<file path="config.mk">
export PLATFORM = sky130hd
export DESIGN_NAME = lt_fountain_enc
export DESIGN_NICKNAME = d
export VERILOG_FILES = /design/src/rtl/lt_fountain_pkg.sv /design/src/rtl/lt_symbol_store.sv /design/src/rtl/lt_prng.sv /design/src/rtl/lt_fountain_enc.sv
export SDC_FILE = /design/constraint.sdc
export NUM_CORES = 1
export LEC_CHECK = 0
export ABC_AREA = 0
export ABC_CLOCK_PERIOD_IN_PS = 1800
export BUFFER_PORTS_ARGS = -buffer_cell sky130_fd_sc_hd__buf_2
export CORE_UTILIZATION = 50
export DETAILED_ROUTE_END_ITERATION = 7
export GPL_ROUTABILITY_DRIVEN = 0
export GPL_TIMING_DRIVEN = 0
export PLACE_DENSITY_LB_ADDON = 0.12
export SLEW_MARGIN = 5
export SYNTH_ARGS = -nofsm -noshare
export SYNTH_HDL_FRONTEND = slang
export SYNTH_SLANG_ARGS = --single-unit
</file>
<file path="constraint.sdc">
create_clock -name clk -period 1.8 [get_ports clk]
set_input_delay 0.18 -clock clk [delete_from_list [all_inputs] [get_ports clk]]
set_output_delay 0.18 -clock clk [all_outputs]
set_load 0.05 [all_outputs]
</file>
<file path="src/rtl/lt_fountain_pkg.sv">
`timescale 1ns/1ps
package lt_fountain_pkg;

  typedef enum logic [2:0] {
    ST_IDLE,
    ST_LOAD,
    ST_DEG,
    ST_SEL,
    ST_OUT
  } enc_state_t;

  localparam int          PRNG_W    = 16;
  localparam logic [15:0] PRNG_TAPS = 16'hB400;

  // one Galois step, right shift
  function automatic logic [15:0] prng_advance(input logic [15:0] s);
    return s[0] ? ((s >> 1) ^ PRNG_TAPS) : (s >> 1);
  endfunction

  // cumulative degree table indexed by a 4-bit draw
  function automatic logic [3:0] degree_lookup(input logic [3:0] r);
    logic [3:0] d;
    if (r < 4'd4)       d = 4'd1;
    else if (r < 4'd9)  d = 4'd2;
    else if (r < 4'd12) d = 4'd3;
    else if (r < 4'd14) d = 4'd4;
    else                d = 4'd8;
    return d;
  endfunction

endpackage

</file>
<file path="src/rtl/lt_symbol_store.sv">
`timescale 1ns/1ps
module lt_symbol_store #(
  parameter int K     = 8,
  parameter int SYM_W = 32
) (
  input  logic                     clk,
  input  logic                     rst_n,
  input  logic                     wr_en,
  input  logic [$clog2(K)-1:0]     wr_addr,
  input  logic [SYM_W/8-1:0]       wr_strb,
  input  logic [SYM_W-1:0]         wr_data,
  input  logic [$clog2(K)-1:0]     rd_addr,
  output logic [SYM_W-1:0]         rd_data
);
  localparam int LANES = SYM_W / 8;

  logic [SYM_W-1:0] sym_q [K];

  always_ff @(posedge clk or negedge rst_n) begin
    if (!rst_n) begin
      for (int i = 0; i < K; i++) sym_q[i] <= '0;
    end else if (wr_en) begin
      for (int b = 0; b < LANES; b++)
        sym_q[wr_addr][b*8 +: 8] <= wr_strb[b] ? wr_data[b*8 +: 8] : 8'h00;
    end
  end

  assign rd_data = sym_q[rd_addr];

endmodule

</file>
<file path="src/rtl/lt_prng.sv">
`timescale 1ns/1ps
module lt_prng
  import lt_fountain_pkg::*;
(
  input  logic              clk,
  input  logic              rst_n,
  input  logic              load_en,
  input  logic [PRNG_W-1:0] load_val,
  input  logic              step_en,
  output logic [PRNG_W-1:0] next_val
);
  logic [PRNG_W-1:0] state_q;

  assign next_val = prng_advance(state_q);

  always_ff @(posedge clk or negedge rst_n) begin
    if (!rst_n)       state_q <= '0;
    else if (load_en) state_q <= load_val;
    else if (step_en) state_q <= next_val;
  end

endmodule

</file>
<file path="src/rtl/lt_fountain_enc.sv">
`timescale 1ns/1ps
module lt_fountain_enc
  import lt_fountain_pkg::*;
#(
  parameter int K     = 8,
  parameter int SYM_W = 32
) (
  input  logic                  clk,
  input  logic                  rst_n,
  input  logic                  wr_en,
  input  logic [$clog2(K)-1:0]  wr_addr,
  input  logic [SYM_W/8-1:0]    wr_strb,
  input  logic [SYM_W-1:0]      wr_data,
  input  logic                  start,
  input  logic [15:0]           start_seed,
  input  logic                  ack,
  input  logic                  out_ready,
  output logic                  out_valid,
  output logic [15:0]           out_seed,
  output logic [K-1:0]          out_mask,
  output logic [SYM_W-1:0]      out_data
);
  localparam int IW = $clog2(K);
  localparam int CW = $clog2(K + 1);

  enc_state_t        st_q, st_n;
  logic [15:0]       seed_q, seed_n;
  logic [CW-1:0]     deg_q, deg_n;
  logic [CW-1:0]     cnt_q, cnt_n;
  logic [K-1:0]      mask_q, mask_n;
  logic [SYM_W-1:0]  acc_q, acc_n;
  logic              stop_q, stop_n;

  logic              prng_load, prng_step;
  logic [15:0]       prng_next;
  logic [IW-1:0]     sel_idx;
  logic [SYM_W-1:0]  sel_sym;
  logic [3:0]        deg_raw;

  lt_prng u_prng (
    .clk      (clk),
    .rst_n    (rst_n),
    .load_en  (prng_load),
    .load_val (seed_q),
    .step_en  (prng_step),
    .next_val (prng_next)
  );

  lt_symbol_store #(.K(K), .SYM_W(SYM_W)) u_store (
    .clk     (clk),
    .rst_n   (rst_n),
    .wr_en   (wr_en),
    .wr_addr (wr_addr),
    .wr_strb (wr_strb),
    .wr_data (wr_data),
    .rd_addr (sel_idx),
    .rd_data (sel_sym)
  );

  assign sel_idx = IW'(prng_next % 16'(K));
  assign deg_raw = degree_lookup(prng_next[3:0]);

  always_comb begin
    st_n      = st_q;
    seed_n    = seed_q;
    deg_n     = deg_q;
    cnt_n     = cnt_q;
    mask_n    = mask_q;
    acc_n     = acc_q;
    stop_n    = stop_q | (ack && (st_q != ST_IDLE));
    prng_load = 1'b0;
    prng_step = 1'b0;
    case (st_q)
      ST_IDLE: begin
        if (start) begin
          seed_n = (start_seed == 16'h0000) ? 16'h0001 : start_seed;
          stop_n = 1'b0;
          st_n   = ST_LOAD;
        end
      end
      ST_LOAD: begin
        prng_load = 1'b1;
        mask_n    = '0;
        acc_n     = '0;
        cnt_n     = '0;
        st_n      = ST_DEG;
      end
      ST_DEG: begin
        prng_step = 1'b1;
        if (int'(deg_raw) > K) deg_n = CW'(K);
        else                   deg_n = CW'(deg_raw);
        st_n = ST_SEL;
      end
      ST_SEL: begin
        prng_step = 1'b1;
        if (!mask_q[sel_idx]) begin
          mask_n[sel_idx] = 1'b1;
          acc_n           = acc_q ^ sel_sym;
          cnt_n           = cnt_q + CW'(1);
          if (cnt_q + CW'(1) == deg_q) st_n = ST_OUT;
        end
      end
      ST_OUT: begin
        if (out_ready) begin
          seed_n = (seed_q == 16'hFFFF) ? 16'h0001 : seed_q + 16'h0001;
          if (stop_q || ack) begin
            st_n   = ST_IDLE;
            stop_n = 1'b0;
          end else begin
            st_n = ST_LOAD;
          end
        end
      end
      default: st_n = ST_IDLE;
    endcase
  end

  always_ff @(posedge clk or negedge rst_n) begin
    if (!rst_n) begin
      st_q   <= ST_IDLE;
      stop_q <= 1'b0;
    end else begin
      st_q   <= st_n;
      stop_q <= stop_n;
    end
  end

  logic seed_en, pkt_en;
  assign seed_en = (st_q == ST_IDLE) || (st_q == ST_OUT);
  assign pkt_en  = (st_q == ST_LOAD) || (st_q == ST_DEG) || (st_q == ST_SEL);

  always_ff @(posedge clk or negedge rst_n) begin
    if (!rst_n)       seed_q <= '0;
    else if (seed_en) seed_q <= seed_n;
  end

  always_ff @(posedge clk or negedge rst_n) begin
    if (!rst_n) begin
      deg_q  <= '0;
      cnt_q  <= '0;
      mask_q <= '0;
      acc_q  <= '0;
    end else if (pkt_en) begin
      deg_q  <= deg_n;
      cnt_q  <= cnt_n;
      mask_q <= mask_n;
      acc_q  <= acc_n;
    end
  end

  assign out_valid = (st_q == ST_OUT);
  assign out_seed  = seed_q;
  assign out_mask  = mask_q;
  assign out_data  = acc_q;

endmodule

</file>
# Word level (Yosys, flattened, before mapping)
# Index checks and enable logic that the tools add are counted.
[classes] addsub=2 order_cmp=10 n_eq_ne=10 n_mux=54 bitwise=6 n_reduce_logical=18
[ops] cell="$bwmux 256" n=4
[ops] cell="$demux 32 s3" n=4
[ops] cell="$mux 16" n=8
[ops] cell="$mux 32" n=4
[ops] cell="$bmux 32 s3" n=1
[ops] cell="$pmux 32 s2" n=1
[ops] cell="$mux 8" n=6
[ops] cell="$pmux 16 s2" n=1
[ops] cell="$xor 32x32->32" n=1
[ops] cell="$mux 24" n=1
[ops] cell="$mux 4" n=6
[ops] cell="$add 16x1->16 const B" n=1
[ops] cell="$eq 16x16->1 const B" n=1
[ops] cell="$logic_not 16->1" n=1
[ops] cell="$pmux 8 s2" n=1
[ops] cell="$pmux 3 s5" n=1
[ops] cell="$lt 4x4->1 const B" n=3
[ops] cell="$mux 3" n=4
[ops] cell="$not 3->4" n=3
[ops] cell="$ge 4x4->1 const B" n=2
[ops] cell="$mux 1" n=8
[ops] cell="$ne 2x2->1 const B" n=4
[ops] cell="$or 8x8->8" n=1
[ops] cell="$pmux 4 s2" n=1
[ops] cell="23 further kinds" n=32
[word_totals] regBits=340 in_bits=61 output_inout_bits=57 elab_cells=116

# Longest topological paths before layout
[logic_depth] depth_word=9 depth_mapped=9 depth_no_buf=6

# Cells and area by module
# A second synthesis with hierarchy kept.
[hier_totals] hier_cells=1278 hier_area_um2=17076.4
[by_module_without_submodules] mod="lt_symbol_store" n_inst=1 cells_each=729 area_each_um2=12001.5 seq_area_each_um2=6406.1
[by_module_without_submodules] mod="lt_fountain_enc" n_inst=1 cells_each=459 area_each_um2=4176.5 seq_area_each_um2=1701.6
[by_module_without_submodules] mod="lt_prng" n_inst=1 cells_each=90 area_each_um2=898.4 seq_area_each_um2=400.4

# Worst setup path before layout
# Ideal clock, no wire load.
[synth_timing] path_kind="reg2reg" start="register seed_q[0] (netlist: out_seed[0])" end="register seed_q[9] (netlist: out_seed[9])" setup_time_ns=0.121 arrival_time_ns=2.185 t_required_ns=1.679 slack_ns=-0.506 path_stages_with_launch=7 n_path_buf=0 period_less_slack_ns=2.306 path_cell_list="dfrtp_1 -> ha_1 -> nand2_1 -> nor4_4 -> a31oi_2 -> a32o_1 -> a22o_1"
[synth_via] elab_chain_len=4 word_cells_on_any_way=5 cone_classes="1 x add/sub; 1 x eq/ne; 3 x mux"
[synth_rtl] element="start: declaration" line_no="lt_fountain_enc.sv:27" rtl="logic [15:0] seed_q, seed_n;"
[synth_rtl] element="start signal: assignment" line_no="lt_fountain_enc.sv:134" rtl="else if (seed_en) seed_q <= seed_n;"
[synth_rtl] element="$add 16x1->16 / $eq 16x16->1 (equally long branches)" line_no="lt_fountain_enc.sv:105" rtl="seed_n = (seed_q == 16'hFFFF) ? 16'h0001 : seed_q + 16'h0001;"
[synth_rtl] element="$mux 16 *" line_no="lt_fountain_enc.sv:105"
[synth_rtl] element="$mux 16 *" line_no="lt_fountain_enc.sv:104" rtl="if (out_ready) begin"
[synth_rtl] element="$pmux 16 s2 *" line_no="lt_fountain_enc.sv:73" rtl="case (st_q)"
# Every way passes the cells marked *; elsewhere a longest branch is shown, timed or not. The select of a mux whose other input is x is not followed.
# A chain may end at the register's enable or synchronous reset.

# Worst setup path in the final report
[layout_timing] start="register u_prng.state_q[1]" end="register acc_q[26] (netlist: out_data[26])"
[layout_via] elab_chain_len=8 word_cells_on_any_way=12 cone_classes="1 x eq/ne; 8 x mux; 2 x bitwise; 1 x reduce/logical"
[layout_rtl] element="start: declaration" line_no="lt_prng.sv:12" rtl="logic [PRNG_W-1:0] state_q;"
[layout_rtl] element="start signal: assignment" line_no="lt_prng.sv:18" rtl="else if (load_en) state_q <= load_val;"
[layout_rtl] element="start signal: assignment" line_no="lt_prng.sv:19" rtl="else if (step_en) state_q <= next_val;"
[layout_rtl] element="$mux 16 *" line_no="lt_fountain_pkg.sv:17" rtl="return s[0] ? ((s >> 1) ^ PRNG_TAPS) : (s >> 1);"
[layout_rtl] element="$not 3->4 (implied by the code)" line_no="lt_symbol_store.sv:28" rtl="assign rd_data = sym_q[rd_addr];"
[layout_rtl] element="$bmux 32 s3" line_no="lt_symbol_store.sv:28"
[layout_rtl] element="$mux 32 (implied by the code) (2 in series)" line_no="lt_symbol_store.sv:28"
[layout_rtl] element="$xor 32x32->32" line_no="lt_fountain_enc.sv:98" rtl="acc_n = acc_q ^ sel_sym;"
[layout_rtl] element="$mux 32" line_no="lt_fountain_enc.sv:96" rtl="if (!mask_q[sel_idx]) begin"
[layout_rtl] element="$pmux 32 s2" line_no="lt_fountain_enc.sv:73"
[layout_rtl] element="end signal: assignment" line_no="lt_fountain_enc.sv:147" rtl="acc_q <= acc_n;"
[layout_rtl] element="end: declaration" line_no="lt_fountain_enc.sv:31" rtl="logic [SYM_W-1:0] acc_q, acc_n;"
# Marks and branches as above.

==> flow_summary.ini <==
[global_route]
global_route.overflow_total = 0
grt_start_max_net_pins = 115
grt_antenna_before_repair = 0
grt_use_total_pct = 36.1
first_global_vias = 13607
grt_first_pass_wirelength_um = 84300

[min_path]
hp-start = start_seed[8]
timing.hold.worst.class = input port to register

[run]
drv.max_cap_violation_count = 0

[synth]
synth-edff-count = 0
asyncSetResetFlopFracSynth_pct = 100
synthesized_cell_area_um2 = 15600
postSynthAreaPerCell_um2 = 9.83
synthesis.nets = 1653
synth_warnings = 0
portion_of_the_post_synthesis_area_used_by_sequential_elements_pct = 54.5
post_synth_inst_count = 1587
synth_seq_cells = 340
predominant_post_synthesis_flop_cell = sky130_fd_sc_hd__dfrtp_1
yosys.cell_types.count = 66

[cells_and_area]
flow.area_growth_from_synthesis_pct = 29.8
final_nets = 1896
layout_commonest_cell = sky130_fd_sc_hd__nand2_1
layout.cell_area.non_filler_um2 = 20300
antenna-diode-count = 0
most-common-layout-cells = sky130_fd_sc_hd__nand2_1, sky130_fd_sc_hd__dfrtp_1, sky130_fd_sc_hd__o21ai_0, sky130_fd_sc_hd__buf_2, sky130_fd_sc_hd__clkbuf_1
fillcell_total = 2461
drive_gt1_share_pct = 27.7
final-instance-count-excl-fill = 2250

[setup_path]
max_stage_delay_ns = 0.44
cp_data_arrival_time_ns = 2.58
slowest_stage = sky130_fd_sc_hd__dfrtp_2
r2r_setup_slack_ns = -0.33
worstSetupEndpointType = register
worstPathRequired_ns = 2.25
cp-start-kind = register
crit_end = out_data[26]$_DFFE_PN0P_
crit_start = u_prng.state_q[1]$_DFFE_PN0P_
maximum_fanout_encountered_on_the_critical_timing_path = 7
depth_of_the_most_critical_reg_to_reg_path = 8
r2r_start = u_prng.state_q[1]$_DFFE_PN0P_
r2r_end = out_data[26]$_DFFE_PN0P_
cp_cell_sequence = buf_12, buf_12, clkinvlp_4, buf_6, a21oi_1, a211oi_2, o21ai_1, a211oi_2
critPathKind = register to register

[clock_tree]
clkSlewWorstSetupHoldPaths_ns = 0.06
clock_tree_from_tritoncts = yes
clock_insertion_delay_worst_skew_ns = 0.53
cts_buffer_depth = 3
cts-htree-levels = 2
clock_tree.root_cell = sky130_fd_sc_hd__clkbuf_16
tritoncts.num_buffers = 38
cts_num_sinks = 340

[status]
violations_in_the_final_reports = negative setup slack
run_status = complete, but fails checks

[place]
numPlacedInstances = 2097
hpwlAfterDp_um = 35200
dpl-instance-area_um2 = 16800
place_worst_setup_slack_ns = -1.01
placement.io_buffers = 111

[floorplanning]
boundaryPins = 118
chipHeight_um = 179
floorplan.initialDensity_pct = 50.9
core.rowCount = 64
floorplan.die_area_um2 = 31900
floorplan.core_area_um2 = 30700
floorplan.die.width_um = 179

[detailed_routing]
postRouteWirelength_um = 57700
vias_per_cell = 6.36
dr_total_vias = 14299
dr.first_iter.drc_count = 1228
drt_first_pass_iters = 6
antenna_left = 0
route.detailed.wl_per_inst_um = 25.7
drt_drc = 0

[sta]
setup_tns_ns = -10.40
setup_viol_count_final = 50
max_slew_margin_pct = 37.5
layout_min_cycle_time_ns = 2.13
timing.final.ws_setup_ns = -0.330
timing_worst_slew_pin_value_ns = 0.938
fin_worst_skew_ns = 0.0252
total_count_of_max_transition_violations_in_the_final_report = 0
clock.fmax_ghz = 0.470
rsz0062_at_grt = true
period_share_pct = 118
final_hold_viol_count = 0

[pwr]
p_leak_nw = 8.88
p_per_area_nw_per_um2 = 903
worst_supply_voltage_drop_on_vdd_mv = 0.566
worst max-delay path: cells and delay by family, from the launching register on:
kind,cells,cell delay [ns]
flops,1,0.44
buf+inv,4,0.63
compound gates,4,0.96
how the worst min path moves through the flow:
stage	endpoint	cells after the start
5_1_grt	out_seed[9]$_DFFE_PN0P_	3
6_report	out_seed[8]$_DFFE_PN0P_	3
2_1_floorplan	cnt_q[0]$_DFFE_PN0P_	0
3_3_place_gp	stop_q$_DFF_PN0_	3
3_5_place_dp	out_data[29]$_DFFE_PN0P_	1
4_1_cts	out_seed[8]$_DFFE_PN0P_	3
sequential cells by signal, indices dropped and copies added, names as in the netlist:
register	count
u_store.sym_q	256
out_data	32
out_seed	16
u_prng.state_q	16
out_mask	8
cnt_q	4
deg_q	4
st_q	3
stop_q	1
synth_stat cells, drive strengths merged (6+ instances only):
master | number | area (um^2)
a21oi | 50 | 250
o21a | 8 | 60.1
a221oi | 45 | 394
xnor2 | 8 | 70.1
clkbuf | 79 | 300
o22ai | 8 | 50.1
a31oi | 14 | 100
nor2 | 53 | 201
inv | 14 | 52.6
o211ai | 6 | 45.0
nor2b | 12 | 75.1
a22oi | 16 | 148
a32oi | 7 | 61.3
nor4 | 7 | 58.8
o22a | 14 | 123
mux2 | 18 | 203
a31o | 7 | 61.3
or3 | 10 | 62.6
nand2b | 6 | 37.5
nor3 | 22 | 110
mux4 | 20 | 450
dfrtp | 340 | 8510
o21ai | 297 | 1490
mux2i | 44 | 444
buf | 39 | 226
nand2 | 355 | 1330
a221o | 11 | 110
nand3 | 18 | 95.1
repair_timing:
action | 4_1_cts | 5_1_grt
hold buffers | 10 | 0
pin swaps | 39 | 45
endpoints found under the setup margin | 78 | 81
cloned | 10 | 4
resized for setup | 239 | 123
endpoints found under the hold margin | 348 | 0
setup buffers | 44 | 22
per-stage QoR:
step                power, W  util [%]  hold slack [ns]
floorplan            0.00998         -           -0.116
global placement      0.0106      54.5            0.445
detailed placement    0.0107      54.8           0.0487
CTS                   0.0182      63.6          0.00442
global route          0.0189      66.0           0.0102
finish                0.0183      66.0          0.00564
routing by layer:
| layer | up-vias | GRT usage (%) | share of wire, % |
|---|---|---|---|
| met5 | - | 0 | 0 |
| met4 | 0 | 17.2 | 5.8 |
| met3 | 192 | 8.74 | 9.7 |
| met2 | 784 | 57.5 | 46 |
| met1 | 7145 | 46.4 | 39 |
| li1 | 6178 | - | - |
power breakdown:
part	internal, W	switching, W
Combinational	0.000730	0.00113
Sequential	0.00849	0.000504
Clock	0.00428	0.00314
layout make-up:
class	count	area [um^2]	area share, %
plain buffers	117	907	4.48
clock buffers	53	1110	5.47
clock inverters	11	58.8	0.290
inverters	14	81.3	0.402
multi-input cells	1117	7470	36.9
flip-flops and latches	340	8540	42.1
well taps	396	495	2.45
repair buffers	202	1600	7.88
cells by family (layout without fill, tap and decap cells):
kind of cell	Yosys count	in the layout	share of synthesized area [%]
AOI/OAI and AO/OA	510	512	20.0
xor gates and xnor gates	9	9	0.505
DFF	340	340	54.5
adders and majority gates	5	5	0.401
buffers and inverters	132	397	3.71
muxes	82	82	7.03
and+or+nand+nor	509	509	13.9
Power figures use the tool's default switching activity.
